[config.mk]
export PLATFORM = sky130hd
export DESIGN_NAME = lane_parity_check
export DESIGN_NICKNAME = d
export VERILOG_FILES = /design/src/rtl/lane_parity_check.sv
export SDC_FILE = /design/constraint.sdc
export NUM_CORES = 1
export LEC_CHECK = 0
export BUFFER_PORTS_ARGS = -buffer_cell sky130_fd_sc_hd__buf_4
export CAP_MARGIN = 10
export CORE_MARGIN = 3
export CORE_UTILIZATION = 31
export DETAILED_ROUTE_END_ITERATION = 10
export PLACE_DENSITY = 0.67
export SETUP_SLACK_MARGIN = 0.4
export SLEW_MARGIN = 20
export SYNTH_ARGS = -nofsm -noshare
export SYNTH_HDL_FRONTEND = slang
export SYNTH_SLANG_ARGS = --single-unit
[constraint.sdc]
create_clock -name vclk -period 1.1
set_input_delay 0 -clock vclk [all_inputs]
set_output_delay 0 -clock vclk [all_outputs]
set_load 0.01 [all_outputs]
[src/rtl/lane_parity_check.sv]
module lane_parity_check #(
  parameter int LANES  = 4,
  parameter int LANE_W = 9,
  parameter bit NARROW = 1'b1,
  localparam int BUS_W = LANES * LANE_W,
  localparam int SEL_W = $clog2(LANES)
) (
  input  logic [BUS_W-1:0] bus_in,
  input  logic             odd_sel,
  input  logic [1:0]       size_sel,
  input  logic [SEL_W-1:0] lane_sel,
  input  logic             port_en,
  output logic             err_n
);

  logic [LANES-1:0] lane_fail;
  logic [LANES-1:0] chk_mask;

  for (genvar g = 0; g < LANES; g++) begin : g_tree
    assign lane_fail[g] = (^bus_in[g*LANE_W +: LANE_W]) ^ odd_sel;
  end

  if (NARROW) begin : g_narrow
    always_comb begin
      for (int i = 0; i < LANES; i++) begin
        unique case (size_sel)
          2'b01:   chk_mask[i] = (lane_sel >> 1) == SEL_W'(i >> 1);
          2'b10:   chk_mask[i] = lane_sel == SEL_W'(i);
          default: chk_mask[i] = 1'b1;
        endcase
      end
    end
  end else begin : g_wide
    assign chk_mask = '1;
  end

  assign err_n = !(port_en && |(lane_fail & chk_mask));

endmodule


==> results of run 1 <==
-- worst max-delay path by stage --
stage	startpoint	slack, ps	cells after the start	end
2_1_floorplan	bus_in[7]	120	5	err_n
3_3_place_gp	bus_in[7]	-160	7	err_n
3_5_place_dp	bus_in[7]	-170	7	err_n
4_1_cts	bus_in[31]	-150	7	err_n
5_1_grt	bus_in[25]	-240	7	err_n
6_report	bus_in[31]	-130	7	err_n
-- critical path, cell delays in order --
cell and delay [ps]:
buf_4 120, xnor2_2 130, xnor3_1 410, xnor2_1 150, a22oi_1 100, a21bo_1 190, buf_4 130
-- power by group through the flow --
stage	registers [W]	clock network, W	logic, W
floorplan	0	0	0.000325
global placement	0	0	0.000494
detailed placement	0	0	0.000499
CTS	0	0	0.000504
global route	0	0	0.000553
finish	0	0	0.000498
-- cells by family after synthesis --
| kind of cell | after synthesis | synth area share [%] |
|---|---|---|
| and+or+nand+nor | 3 | 2.95 |
| adders and majority gates | 2 | 5.36 |
| AOI/OAI and AO/OA | 8 | 10.7 |
| xor gates and xnor gates | 32 | 76.7 |
| buffers and inverters | 5 | 4.29 |
-- layout make-up --
cell class                 instances  area share, %
tap                               15           2.25
inverter                           4           1.80
timing repair buffer              43           38.7
multi-input combinational         45           57.2
-- per-layer routing --
metal / GRT usage, % / vias to the layer above / part of all wire [%]
li1: - / 244 / -
met1: 14.0 / 181 / 36
met2: 19.8 / 26 / 50
met3: 1.20 / 0 / 15
met4: 0 / 0 / 0
met5: 0 / - / 0
-- cell usage after synthesis (all sizes together) --
library cell	instances	area, um^2
a21oi	1	5.00
inv	4	15.0
xnor2	28	268
o21ai	4	20.0
ha	2	25.0
nand2	2	7.51
xnor3	4	90.1
nor2b	1	6.26
a22oi	2	15.0
a21bo	1	10.0
clkbuf	1	5.00
-- stage by stage --
| stage | total power (W) | util, % | worst slack [ps] | std cells |
|---|---|---|---|---|
| 2_1_floorplan | 0.000325 | - | 119 | 50 |
| 3_3_place_gp | 0.000494 | 60.6 | -159 | 107 |
| 3_5_place_dp | 0.000499 | 60.6 | -170 | 107 |
| 4_1_cts | 0.000504 | 61.2 | -146 | 107 |
| 5_1_grt | 0.000553 | 61.7 | -245 | 107 |
| 6_report | 0.000498 | 61.7 | -128 | 107 |
-- what timing repair did --
action / in CTS / in global routing
resized for setup: 1 / 1
endpoints found under the setup margin: 1 / 1
pin swaps: 4 / 3
==> summary.md, run 1 <==
| Metric | Value |
|---|---|
| Critical path class | input port to primary output |
| Syn nets | between 90 and 100 |
| Worst Path Max Fanout | 1 |
| CP endpoint kind | primary output |
| Status | finished, violations left |
| RePlAce Congestion | ~0.63 |
| Seq_cells | 0 |
| Part of the power in the clock network | 0% |
| Die Wd | 44.8 um |
| Initial DRC Count | 3 |
| DRT antenna net count | 0 |
| RSZ-0062 raised after global routing | yes |
| Logic gate share of total power | 100.0% |
| FILL cells | ~130 |
| Fin area | 833 um^2 |
| WL final | 985 um |
| Commonest cells after routing, fill and taps aside | 43 x buf_4, 21 x xnor2_1, 7 x xnor2_2 |
| Sw power | 0.000161 W |
| Post-DP Area | slightly above 800 um^2 |
| Max_slew headroom | 87.5% |
| Area grow syn2layout | 78.6% |
| Yosys warnings | 0 |
| Initial Util | 34.6% |
| Cts hold-fix bufs | 0 |
| IO Pins | 43 |
| FF/Latch Area | 0 um^2 |
| Hold path start | port_en |
| Rows | 13 |
| Vias in the first global route | 460 |
| Routed vias | 451 |
| Startpoint types | input port |
| DR DRC count | 0 |
| Grt ovf | 0 |
| First-pass GRT wire length | 1720 um |
| Hpwl dp | between 900 and 1000 um |
| Fin. Hold Viols | 0 |
| Setup tns final | -128 ps |
| Internal | 0.000337 W |
| Area of the multi-input gates | 477 um^2 |
| Core ar. | between 1000 and 1500 um^2 |
| Clock buf count | 0 |
| PnR worst setup slack | -128 ps |
| Largest net degree at the start of global routing | 5 |
| Synthesized cell area | roughly 470 um^2 |
| Die footprint | 2010 um^2 |
| Mean routed wirelength per cell | 9.21 um |
| Failing checks | negative setup slack |
| Peak supply drop | 0.000256 V |
| Max-cap viol count | 0 |
| Vias/cell | 4.21 |
| Layout Nets | ~140 |
| Post-synthesis cell type count | 12 |
| Syn Inst Count | 50 |
| Leak | 0.430 nW |
| Worst hold slack | 371 ps |
| Sw Share | roughly a third |
| Min Clock Period, post-route | ~1200 ps |
| WP data required | 1100 ps |
| Slew Viols, Final | 0 |
| Die Span Y | 44.8 um |
| Hold path depth | 3 |
| Power per Cell Area | 597 nW/um^2 |
| Min-Delay Path Class | input port to primary output |
| Fmax | 815 MHz |
| Sequential-to-total area share from yosys stat | 0% |
| Crit path DAT | roughly 1200 ps |
| Initial antenna violation count | 0 |
| Hold Path End | err_n |
| PortBufs | 43 |
| Post-CTS Setup Inserts | 0 |
| Commonest non-fill, non-tap cell in the layout | buf_4 |
| Layout cells sized above 1 | between 50% and 60% |
| Mean Syn Cell Area | 9.33 um^2 |
| Drt pass-1 iters | 3 |
| Final Cycle Share | 112% |
| Seq pwr share | 0% |
| N_diodes | 0 |
| # setup viols final | 1 |
| Worst slew pin tran | 185 ps |
| GR Util All Layers | 10.6% |
(Power assumes the default switching activity.)
==> inputs of run 2 (changes only) <==
--- a/config.mk
+++ b/config.mk
@@ -5,12 +5,15 @@
 export SDC_FILE = /design/constraint.sdc
 export NUM_CORES = 1
 export LEC_CHECK = 0
+export ABC_AREA = 1
 export BUFFER_PORTS_ARGS = -buffer_cell sky130_fd_sc_hd__buf_4
 export CAP_MARGIN = 10
+export CORE_ASPECT_RATIO = 0.8
 export CORE_MARGIN = 3
 export CORE_UTILIZATION = 31
 export DETAILED_ROUTE_END_ITERATION = 10
-export PLACE_DENSITY = 0.67
+export MAX_ROUTING_LAYER = met4
+export PLACE_DENSITY = 0.56
 export SETUP_SLACK_MARGIN = 0.4
 export SLEW_MARGIN = 20
 export SYNTH_ARGS = -nofsm -noshare
==> run 2 against run 1 <==
The flow now finishes without violations; non-clock buffer count stayed put; critical path depth is 7 higher; critical endpoint unchanged; highest routed layer unchanged; worst hold slack got worse by 110 ps; combinational power up 32%; critical path type unchanged; total power rose by 32%.
==> summary.md, run 2 <==
| Metric | Value |
|---|---|
| Status | complete, no violations |
| Peak supply drop | 0.000173 V |
| Hpwl dp | 1950 um |
| Core ar. | 2520 um^2 |
| Sw Share | 50.9% |
| Mean routed wirelength per cell | 8.55 um |
| Hold path depth | 3 |
| Final Cycle Share | 90.5% |
| M3 GR Usage | 0% |
| Overall power | between 0.0006 and 0.0007 W |
| Seq pwr share | 0% |
| Syn Inst Count | 200 |
| Hold Path End | err_n |
| Seq_cells | 0 |
| Internal | 0.000322 W |
| Commonest cells after routing, fill and taps aside | 79 x nand2_1, 38 x nand2_2, 22 x buf_4 |
| Synth top area share | 51.2% |
| Leak | 0.922 nW |
| Largest net degree at the start of global routing | 7 |
| Commonest non-fill, non-tap cell in the layout | nand2_1 |
| Sequential-to-total area share from yosys stat | 0% |
| Hold path start | port_en |
| Initial DRC Count | 24 |
| Max-cap viol count | 0 |
| IO Pins | 43 |
| Post-synthesis cell type count | 12 |
| Met2 usage | 25.2% |
| Met1 capacity usage during global routing | roughly 17% |
| Fin. Hold Viols | 0 |
| Synthesized cell area | roughly 850 um^2 |
| Drt pass-1 iters | 4 |
| Grt ovf | 0 |
| WP data required | between 1000 and 1500 ps |
| Routed vias | 1224 |
| PnR worst setup slack | 105 ps |
| Sw power | 0.000334 W |
| Min-Delay Path Class | input port to primary output |
| Yosys warnings | 0 |
| Area leader, netlist | nand2_1 |
| Syn nets | 244 |
| Max_slew headroom | 88.4% |
| Power per Cell Area | 435 nW/um^2 |
| Layout cells sized above 1 | 49.0% |
| Rows | 16 |
| Worst slew pin tran | 173 ps |
| Logic gate share of total power | 100.0% |
| Dominant cell by count in the synthesized netlist | nand2_1 |
| WL final | ~2400 um |
| Die footprint | between 3000 and 4000 um^2 |
| PortBufs | between 40 and 50 |
| Part of the power in the clock network | 0% |
| Worst Path Max Fanout | 3 |
| GR Util All Layers | 13.2% |
| Vias/cell | about 4.4 |
| Most instantiated cells after synthesis | 116 x nand2_1, 43 x inv_1, 26 x nand3_1 |
| Min Clock Period, post-route | 995 ps |
| Worst hold slack | 261 ps |
| Critical path class | input port to primary output |
| Die Span Y | ~53 um |
| DRT antenna net count | 0 |
| N_diodes | 0 |
| CP endpoint kind | primary output |
| Grt peak-use layer | met2 |
| RePlAce Congestion | 0.786 |
| Crit path DAT | 1000 ps |
| DR DRC count | 0 |
| Pre-CTS setup slack | 98.6 ps |
| FF/Latch Area | 0 um^2 |
| # setup viols final | 0 |
| Slew Viols, Final | 0 |
| Fmax | between 1000 and 1500 MHz |
| Startpoint types | input port |
| Setup tns final | 0 ps |
| Layout Nets | 289 |
| Vias in the first global route | between 1000 and 1500 |
| Clock buf count | 0 |
| Area contributors post-synth | nand2_1 51%, inv_1 19%, nand3_1 15% |
| RSZ-0062 raised after global routing | yes |
| Mean Syn Cell Area | 4.25 um^2 |
| Initial antenna violation count | 0 |
| First-pass GRT wire length | 3750 um |
| Die Wd | 64.6 um |
| Area grow syn2layout | 77.5% |
| Initial Util | 33.7% |
run 2: changes by cell type in the layout (fill, tap and decap cells not counted), moves of 14 or more:
cell,previous run,this run
xnor2_1,21,2
buf_6,0,15
nand2_2,0,38
nand2_1,2,79
inv_1,4,18
nand3_1,0,21
buf_4,43,22
inv_2,0,19
run 2: timing repair:
item	CTS	global route
setup buffers	0	0
endpoints found under the hold margin	0	0
hold buffers	0	0
gates resized for setup	35	65
pin swaps	33	50
gates cloned	0	0
setup endpoints to repair	1	1
run 2: area by class of cell:
cell class	count	area, um^2
timing repair buffer	43	429
tap	36	45.0
fill	277	1010
inverter	44	190
multi-input combinational	156	846
run 2: per-layer routing:
metal | up-vias | wire length (um)
li1 | 678 | -
met1 | 527 | 1050
met2 | 19 | 1280
met3 | 0 | 57
met4 | 0 | 0
met5 | - | 0
run 2: cells by family (layout without fill, tap and decap cells):
family	after synthesis	after routing	synth area share, %
buffers and inverters	44	87	19.4
AND/OR/NAND/NOR	145	145	69.3
adder cells (fa/ha/maj)	2	2	2.94
AO/OA/AOI/OAI	2	2	1.18
XOR/XNOR	7	7	7.21
run 2: how the worst max path moves through the flow:
stage / startpoint / end / depth (start not counted)
after floorplan: bus_in[29] / err_n / 12
after global placement: odd_sel / err_n / 13
after detailed placement: odd_sel / err_n / 13
after CTS: bus_in[14] / err_n / 13
after global routing: bus_in[31] / err_n / 14
final: bus_in[29] / err_n / 14
run 2: through the flow:
stage | std cells | utilization, % | instance area (um^2)
final | 279 | 59.9 | 1510
after global routing | 279 | 59.9 | 1510
after CTS | 279 | 52.6 | 1330
after detailed placement | 279 | 49.8 | 1260
after global placement | 279 | 49.8 | 1260
after floorplan | 200 | - | 888
run 2: power groups by stage:
stage / clock [W] / combinational [W] / sequential, W
floorplan: 0 / 0.000315 / 0
global placement: 0 / 0.000509 / 0
detailed placement: 0 / 0.000523 / 0
CTS: 0 / 0.000561 / 0
global route: 0 / 0.000742 / 0
finish: 0 / 0.000656 / 0
run 2: worst max-delay path: stages:
cell	delay (ps)
buf_6	80
inv_2	30
nand2_1	50
nand2_1	70
nand2_2	100
nand2_2	60
nand2_2	80
nand2_2	60
nand2_2	40
nand2_1	40
nand2_1	70
nand2_2	60
o21ai_2	130
buf_4	140
